<file path="src/rtl/tbc_pkg.sv">
package tbc_pkg;

  typedef enum logic [1:0] {
    TB_IDLE = 2'd0,
    TB_WALK = 2'd1,
    TB_ACK  = 2'd2
  } tb_phase_e;

  // ring slot that lies k steps older than the head slot
  function automatic int ring_back(input int head, input int k, input int depth);
    return (head >= k) ? head - k : head + depth - k;
  endfunction

  // slot one step newer than the head slot
  function automatic int ring_next(input int head, input int depth);
    return (head == depth - 1) ? 0 : head + 1;
  endfunction

endpackage

</file>
<file path="src/rtl/tbc_surv_store.sv">
module tbc_surv_store #(
  parameter int NSTATE = 4,
  parameter int DEPTH  = 15,
  localparam int PW    = $clog2(DEPTH)
) (
  input  logic              clk,
  input  logic              rst_n,
  input  logic              we,
  input  logic [PW-1:0]     waddr,
  input  logic [NSTATE-1:0] wdata,
  input  logic [PW-1:0]     raddr,
  output logic [NSTATE-1:0] rdata
);

  logic [NSTATE-1:0] row_q [DEPTH];

  for (genvar g = 0; g < DEPTH; g++) begin : g_row
    always_ff @(posedge clk or negedge rst_n) begin
      if (!rst_n) row_q[g] <= '0;
      else if (we && (waddr == PW'(g))) row_q[g] <= wdata;
    end
  end

  assign rdata = row_q[raddr];

endmodule

</file>
<file path="src/rtl/tbc_path_store.sv">
module tbc_path_store #(
  parameter int SW    = 2,
  parameter int DEPTH = 15,
  localparam int PW   = $clog2(DEPTH)
) (
  input  logic          clk,
  input  logic          rst_n,
  input  logic          we,
  input  logic [PW-1:0] waddr,
  input  logic [SW-1:0] wdata,
  input  logic [PW-1:0] raddr_a,
  output logic [SW-1:0] rdata_a,
  input  logic [PW-1:0] raddr_b,
  output logic [SW-1:0] rdata_b
);

  logic [SW-1:0] node_q [DEPTH];

  for (genvar g = 0; g < DEPTH; g++) begin : g_node
    always_ff @(posedge clk or negedge rst_n) begin
      if (!rst_n) node_q[g] <= '0;
      else if (we && (waddr == PW'(g))) node_q[g] <= wdata;
    end
  end

  assign rdata_a = node_q[raddr_a];
  assign rdata_b = node_q[raddr_b];

endmodule

</file>
<file path="src/rtl/tbc_ctrl.sv">
module tbc_ctrl #(
  parameter int NSTATE = 4,
  parameter int DEPTH  = 15,
  parameter int START  = 0,
  localparam int SW    = $clog2(NSTATE),
  localparam int PW    = $clog2(DEPTH),
  localparam int DW    = $clog2(DEPTH + 1)
) (
  input  logic              clk,
  input  logic              rst_n,
  input  logic              req_i,
  // survivor store
  output logic              sv_we_o,
  output logic [PW-1:0]     sv_waddr_o,
  output logic [PW-1:0]     rd_slot_o,
  input  logic [NSTATE-1:0] sv_row_i,
  // route store
  output logic              pth_we_o,
  output logic [SW-1:0]     pth_wdata_o,
  input  logic [SW-1:0]     pth_node_i,
  output logic [PW-1:0]     old_slot_o,
  input  logic [SW-1:0]     pth_old_i,
  // events
  output logic              acc_o,
  output logic              stop_o,
  output logic              done_o,
  output logic              walk_o,
  output logic [DW-1:0]     depth_o,
  // result
  output logic              ack_o,
  output logic              bit_o
);
  import tbc_pkg::*;

  // predecessor: shift right, survivor bit enters as MSB
  function automatic logic [SW-1:0] pred_of(input logic [SW-1:0] s, input logic d);
    return {d, s[SW-1:1]};
  endfunction

  tb_phase_e     phase_q;
  logic [PW-1:0] head_q;
  logic [DW-1:0] depth_q;
  logic [SW-1:0] cur_q;
  logic          primed_q;
  logic          ack_q;
  logic          bit_q;

  logic [PW-1:0] head_nxt;
  logic          walking, match, last_node;
  logic [SW-1:0] oldest_state;

  assign head_nxt   = PW'(ring_next(int'(head_q), DEPTH));
  assign rd_slot_o  = PW'(ring_back(int'(head_q), int'(depth_q), DEPTH));
  assign old_slot_o = PW'(ring_back(int'(head_q), DEPTH - 1, DEPTH));

  assign walking   = (phase_q == TB_WALK);
  assign match     = walking && primed_q && (depth_q != '0) && (cur_q == pth_node_i);
  assign last_node = walking && (depth_q == DW'(DEPTH - 1));

  assign acc_o   = (phase_q == TB_IDLE) && req_i;
  assign stop_o  = match;
  assign done_o  = match || last_node;
  assign walk_o  = walking;
  assign depth_o = depth_q;

  assign sv_we_o     = acc_o;
  assign sv_waddr_o  = head_nxt;
  assign pth_we_o    = walking && !match;
  assign pth_wdata_o = cur_q;

  // the oldest node is being written in this cycle only on a full walk
  assign oldest_state = (last_node && !match) ? cur_q : pth_old_i;

  always_ff @(posedge clk or negedge rst_n) begin
    if (!rst_n) begin
      phase_q  <= TB_IDLE;
      head_q   <= '0;
      depth_q  <= '0;
      cur_q    <= '0;
      primed_q <= 1'b0;
      ack_q    <= 1'b0;
      bit_q    <= 1'b0;
    end else begin
      unique case (phase_q)
        TB_IDLE: begin
          if (req_i) begin
            head_q  <= head_nxt;
            depth_q <= '0;
            cur_q   <= SW'(START);
            phase_q <= TB_WALK;
          end
        end
        TB_WALK: begin
          if (done_o) begin
            ack_q    <= 1'b1;
            bit_q    <= oldest_state[SW-1];
            primed_q <= 1'b1;
            phase_q  <= TB_ACK;
          end else begin
            depth_q <= depth_q + 1'b1;
            cur_q   <= pred_of(cur_q, sv_row_i[cur_q]);
          end
        end
        TB_ACK: begin
          ack_q   <= 1'b0;
          phase_q <= TB_IDLE;
        end
        default: phase_q <= TB_IDLE;
      endcase
    end
  end

  assign ack_o = ack_q;
  assign bit_o = bit_q;

endmodule

</file>
<file path="src/rtl/tbc_traceback.sv">
module tbc_traceback #(
  parameter int K      = 3,
  parameter int START  = 0,
  localparam int NSTATE = 1 << (K - 1),
  localparam int SW     = K - 1,
  localparam int DEPTH  = 5 * K,
  localparam int PW     = $clog2(DEPTH),
  localparam int DW     = $clog2(DEPTH + 1)
) (
  input  logic              clk,
  input  logic              rst_n,
  input  logic              req,
  input  logic [NSTATE-1:0] dv,
  output logic              ack,
  output logic              dec_bit
);

  logic              sv_we;
  logic [PW-1:0]     sv_waddr, rd_slot, old_slot;
  logic [NSTATE-1:0] sv_row;
  logic              pth_we;
  logic [SW-1:0]     pth_wdata, pth_node, pth_old;
  logic              acc_evt, stop_evt, done_evt, walking;
  logic [DW-1:0]     node_depth;

  tbc_surv_store #(.NSTATE(NSTATE), .DEPTH(DEPTH)) u_surv (
    .clk   (clk),
    .rst_n (rst_n),
    .we    (sv_we),
    .waddr (sv_waddr),
    .wdata (dv),
    .raddr (rd_slot),
    .rdata (sv_row)
  );

  tbc_path_store #(.SW(SW), .DEPTH(DEPTH)) u_path (
    .clk     (clk),
    .rst_n   (rst_n),
    .we      (pth_we),
    .waddr   (rd_slot),
    .wdata   (pth_wdata),
    .raddr_a (rd_slot),
    .rdata_a (pth_node),
    .raddr_b (old_slot),
    .rdata_b (pth_old)
  );

  tbc_ctrl #(.NSTATE(NSTATE), .DEPTH(DEPTH), .START(START)) u_ctrl (
    .clk         (clk),
    .rst_n       (rst_n),
    .req_i       (req),
    .sv_we_o     (sv_we),
    .sv_waddr_o  (sv_waddr),
    .rd_slot_o   (rd_slot),
    .sv_row_i    (sv_row),
    .pth_we_o    (pth_we),
    .pth_wdata_o (pth_wdata),
    .pth_node_i  (pth_node),
    .old_slot_o  (old_slot),
    .pth_old_i   (pth_old),
    .acc_o       (acc_evt),
    .stop_o      (stop_evt),
    .done_o      (done_evt),
    .walk_o      (walking),
    .depth_o     (node_depth),
    .ack_o       (ack),
    .bit_o       (dec_bit)
  );

endmodule

</file>
<file path="config.mk">
export PLATFORM = sky130hd
export DESIGN_NAME = tbc_traceback
export DESIGN_NICKNAME = d
export VERILOG_FILES = /design/src/rtl/tbc_pkg.sv /design/src/rtl/tbc_surv_store.sv /design/src/rtl/tbc_path_store.sv /design/src/rtl/tbc_ctrl.sv /design/src/rtl/tbc_traceback.sv
export SDC_FILE = /design/constraint.sdc
export NUM_CORES = 1
export LEC_CHECK = 0
export BUFFER_PORTS_ARGS = -buffer_cell sky130_fd_sc_hd__buf_2
export CORE_MARGIN = 4
export CORE_UTILIZATION = 45
export DETAILED_ROUTE_END_ITERATION = 10
export RECOVER_POWER = 25
export SYNTH_ARGS = -nofsm -noshare
export SYNTH_HDL_FRONTEND = slang
export SYNTH_SLANG_ARGS = --single-unit
</file>
<file path="constraint.sdc">
create_clock -name clk -period 4.5 [get_ports clk]
set_input_delay 0.225 -clock clk [delete_from_list [all_inputs] [get_ports clk]]
set_output_delay 0.225 -clock clk [all_outputs]
set_load 0.01 [all_outputs]
</file>
==> qor.yml <==
critical_path_buf_inv_count: 3
yosysWarnings: 0
path_depth: 15
cp_slowest_cell: "fa_1"
numCtsBuffers: 9
fin_area_sq_mm: 0.00671
clk_pin_slew_ns: 0.08
syn_nets: 588
period_minus_slack_ns: 4.21
slew_viol_final: 77
fin_nets: 600
clock-sinks: 105
status: "finished, violations left"
synth.distinct_cells: 62
fp-row-count: 42
cp-start-kind: "flop"
crit_type: "flop to flop"
holdPathStages: 2
io-pin-count: 9
routabilityCongestion: 0.888
drive_above_1_share: 0.231
cts_max_level: 3
timing.final.hold_violations: 0
firstDrtPassIters: 4
cts_tree: "yes"
timing.final.ws_setup_ns: 0.287
drt-wirelength-per-cell_um: 20.4
register_area_sq_mm: 0.00263
core-area_sq_mm: 0.0133
synth_top_area_share: 0.429
grt_usage: 0.201
max_freq_mhz: 237
crit_arrival_ns: 4.45
place_area_sq_mm: 0.00638
dp_hpwl_mm: 11.0
synth_edf_count: 0
netlist_instances: 560
avgSynthCellArea_sq_um: 10.9
clockBufferDepth: 2
clk_latency_ns: 0.36
cts_root_buf: "clkbuf_16"
area_growth_pct: 9.65
die_w_um: 125
grt_pass1_vias: 4492
num_vias: 4444
critPathMostFrequentCell: "inv_1"
cp_max_fo: 14
path_cells: "inv_1, ha_1, inv_1, fa_1, a21oi_1, o21a_2, mux2i_4, nor2_4, a2111oi_4, nor4_4, xnor2_2, a31oi_1, buf_4, and3_1, mux2_1"
cpPeakStageDelay_ns: 0.48
synth_area_sq_mm: 0.00612
yosysMostFrequentCell: "dfrtp_1"
multi_input_area_sq_mm: 0.00331
detail-route-antenna-nets: 0
yosysSeqAreaShare: 0.429
routed_wirelength_mm: 15.3
violations: "max-capacitance violations, max-slew violations"
post-place-ws_ns: 0.198
die_h_um: 125
antenna_found_initial: 0
synth-seq-cells: 105
setup_tns_ns: 0
vias_per_cell: 5.90
cts_hold_buf: 0
grt_pass1_wl_mm: 25.0
fin_skew_ns: 0.0103
yosys-top-cells-area: "dfrtp_1, mux2_2, mux2i_1, mux2_1, ha_1"
maxCapViolations: 1
critPathCaptureType: "flop"
die_area_sq_mm: 0.0155
initial_core_util: 0.460
grt_max_degree: 77
io_buffers: 8
hold_class: "primary input to flop"
fillers: 1198
max_slew_margin: -0.337
grt_overflow_total: 0
antennaDiodeCount: 0
netlist.top_cell.by_area: "dfrtp_1"
crit_required_ns: 4.74
rsz0062_at_grt: "false"
cp_top_family: "compound AO/OA/AOI/OAI gates"
async_reset_ff_frac: 1.00
ys.flop_type: "dfrtp_1"
setup_violations: 0
synthTopCellsByCount: "dfrtp_1, mux2_2, nand2_1"
drt_iter0_drc: 342
reg2regPathDepth: 15
post-route-period-util: 0.936
worst_slew_pin_slew_ns: 2.01
drc: 0
## kinds of logic (layout without fill, tap and decap cells)
kind of cell / after synthesis / count (layout) / synth area share
AND/OR/NAND/NOR: 142 / 142 / 0.114
multiplexers: 126 / 126 / 0.235
AO/OA/AOI/OAI: 109 / 109 / 0.128
flip-flops: 105 / 105 / 0.429
buffers and inverters: 48 / 65 / 0.0329
adder cells (fa/ha/maj): 21 / 21 / 0.0454
XOR/XNOR: 9 / 9 / 0.0141
## per-layer routing
layer,vias up,track usage,part of all wire,routed length (um)
li1,2068,-,-,-
met1,2258,0.269,0.46,7090
met2,91,0.337,0.48,7380
met3,27,0.0364,0.037,568
met4,0,0.0574,0.020,313
met5,-,0,0,0
## layout by cell type (no fill, tap or decap), types with 4 or more instances in the layout
master / n
and3_1: 5
a21o_1: 5
a2111oi_0: 5
mux2i_1: 27
a31oi_1: 8
inv_1: 25
nor2b_1: 8
dfrtp_1: 105
o211ai_1: 8
clkbuf_16: 9
mux4_2: 4
xnor2_1: 5
buf_4: 16
nand3_1: 38
buf_2: 7
and2_1: 5
ha_1: 19
a211oi_2: 4
nor2_1: 22
a211oi_1: 6
a21oi_1: 17
mux2_1: 24
o21ai_0: 20
mux2_2: 69
nand2_1: 44
nand2b_1: 4
nand4_1: 4
## sequential cells by signal, summed over array words and instances (netlist names)
name                cells
u_ctrl.depth_o          4
u_ctrl.ack_o            1
u_surv.row_q           60
u_ctrl.pth_wdata_o      2
u_ctrl.primed_q         1
u_ctrl.bit_o            1
u_path.node_q          30
u_ctrl.head_q           4
u_ctrl.phase_q          2
## through the flow
| step | hold WS [ns] | util | cells |
|---|---|---|---|
| after floorplan | -0.0706 | - | 560 |
| after global placement | 0.441 | 0.480 | 735 |
| after detailed placement | 0.456 | 0.480 | 735 |
| after CTS | 0.0827 | 0.502 | 751 |
| after global routing | 0.347 | 0.505 | 753 |
| final | 0.331 | 0.505 | 753 |
## area by class of cell
| cell class | count | share of cell area |
|---|---|---|
| Sequential cell | 105 | 0.392 |
| Clock inverter | 7 | 0.0108 |
| Tap cell | 176 | 0.0328 |
| Timing Repair Buffer | 24 | 0.0239 |
| Inverter | 25 | 0.0140 |
| Multi-Input combinational cell | 407 | 0.493 |
| Clock buffer | 9 | 0.0336 |
## timing repair
action / CTS / global route
gates resized for setup: 0 / 5
setup buffers: 0 / 2
endpoints found under the setup margin: 0 / 26
## path summary, 6_finish.rpt
path,start,endpoint,slack [ns]
worst max-delay path,u_ctrl.head_q[0],u_path.node_q[23],0.29
worst min-delay path,dv[0],u_surv.row_q[12],0.33
worst max register to register,u_ctrl.head_q[0],u_path.node_q[23],0.29
worst min register to register,u_ctrl.primed_q,u_ctrl.primed_q,0.47
max in group asynchronous,rst_n,u_path.node_q[13],2.79
min in group asynchronous,rst_n,u_ctrl.depth_o[3],0.41
Power is not shown: default switching activity piles up to over one toggle a cycle in this logic, so the estimate is an artifact.
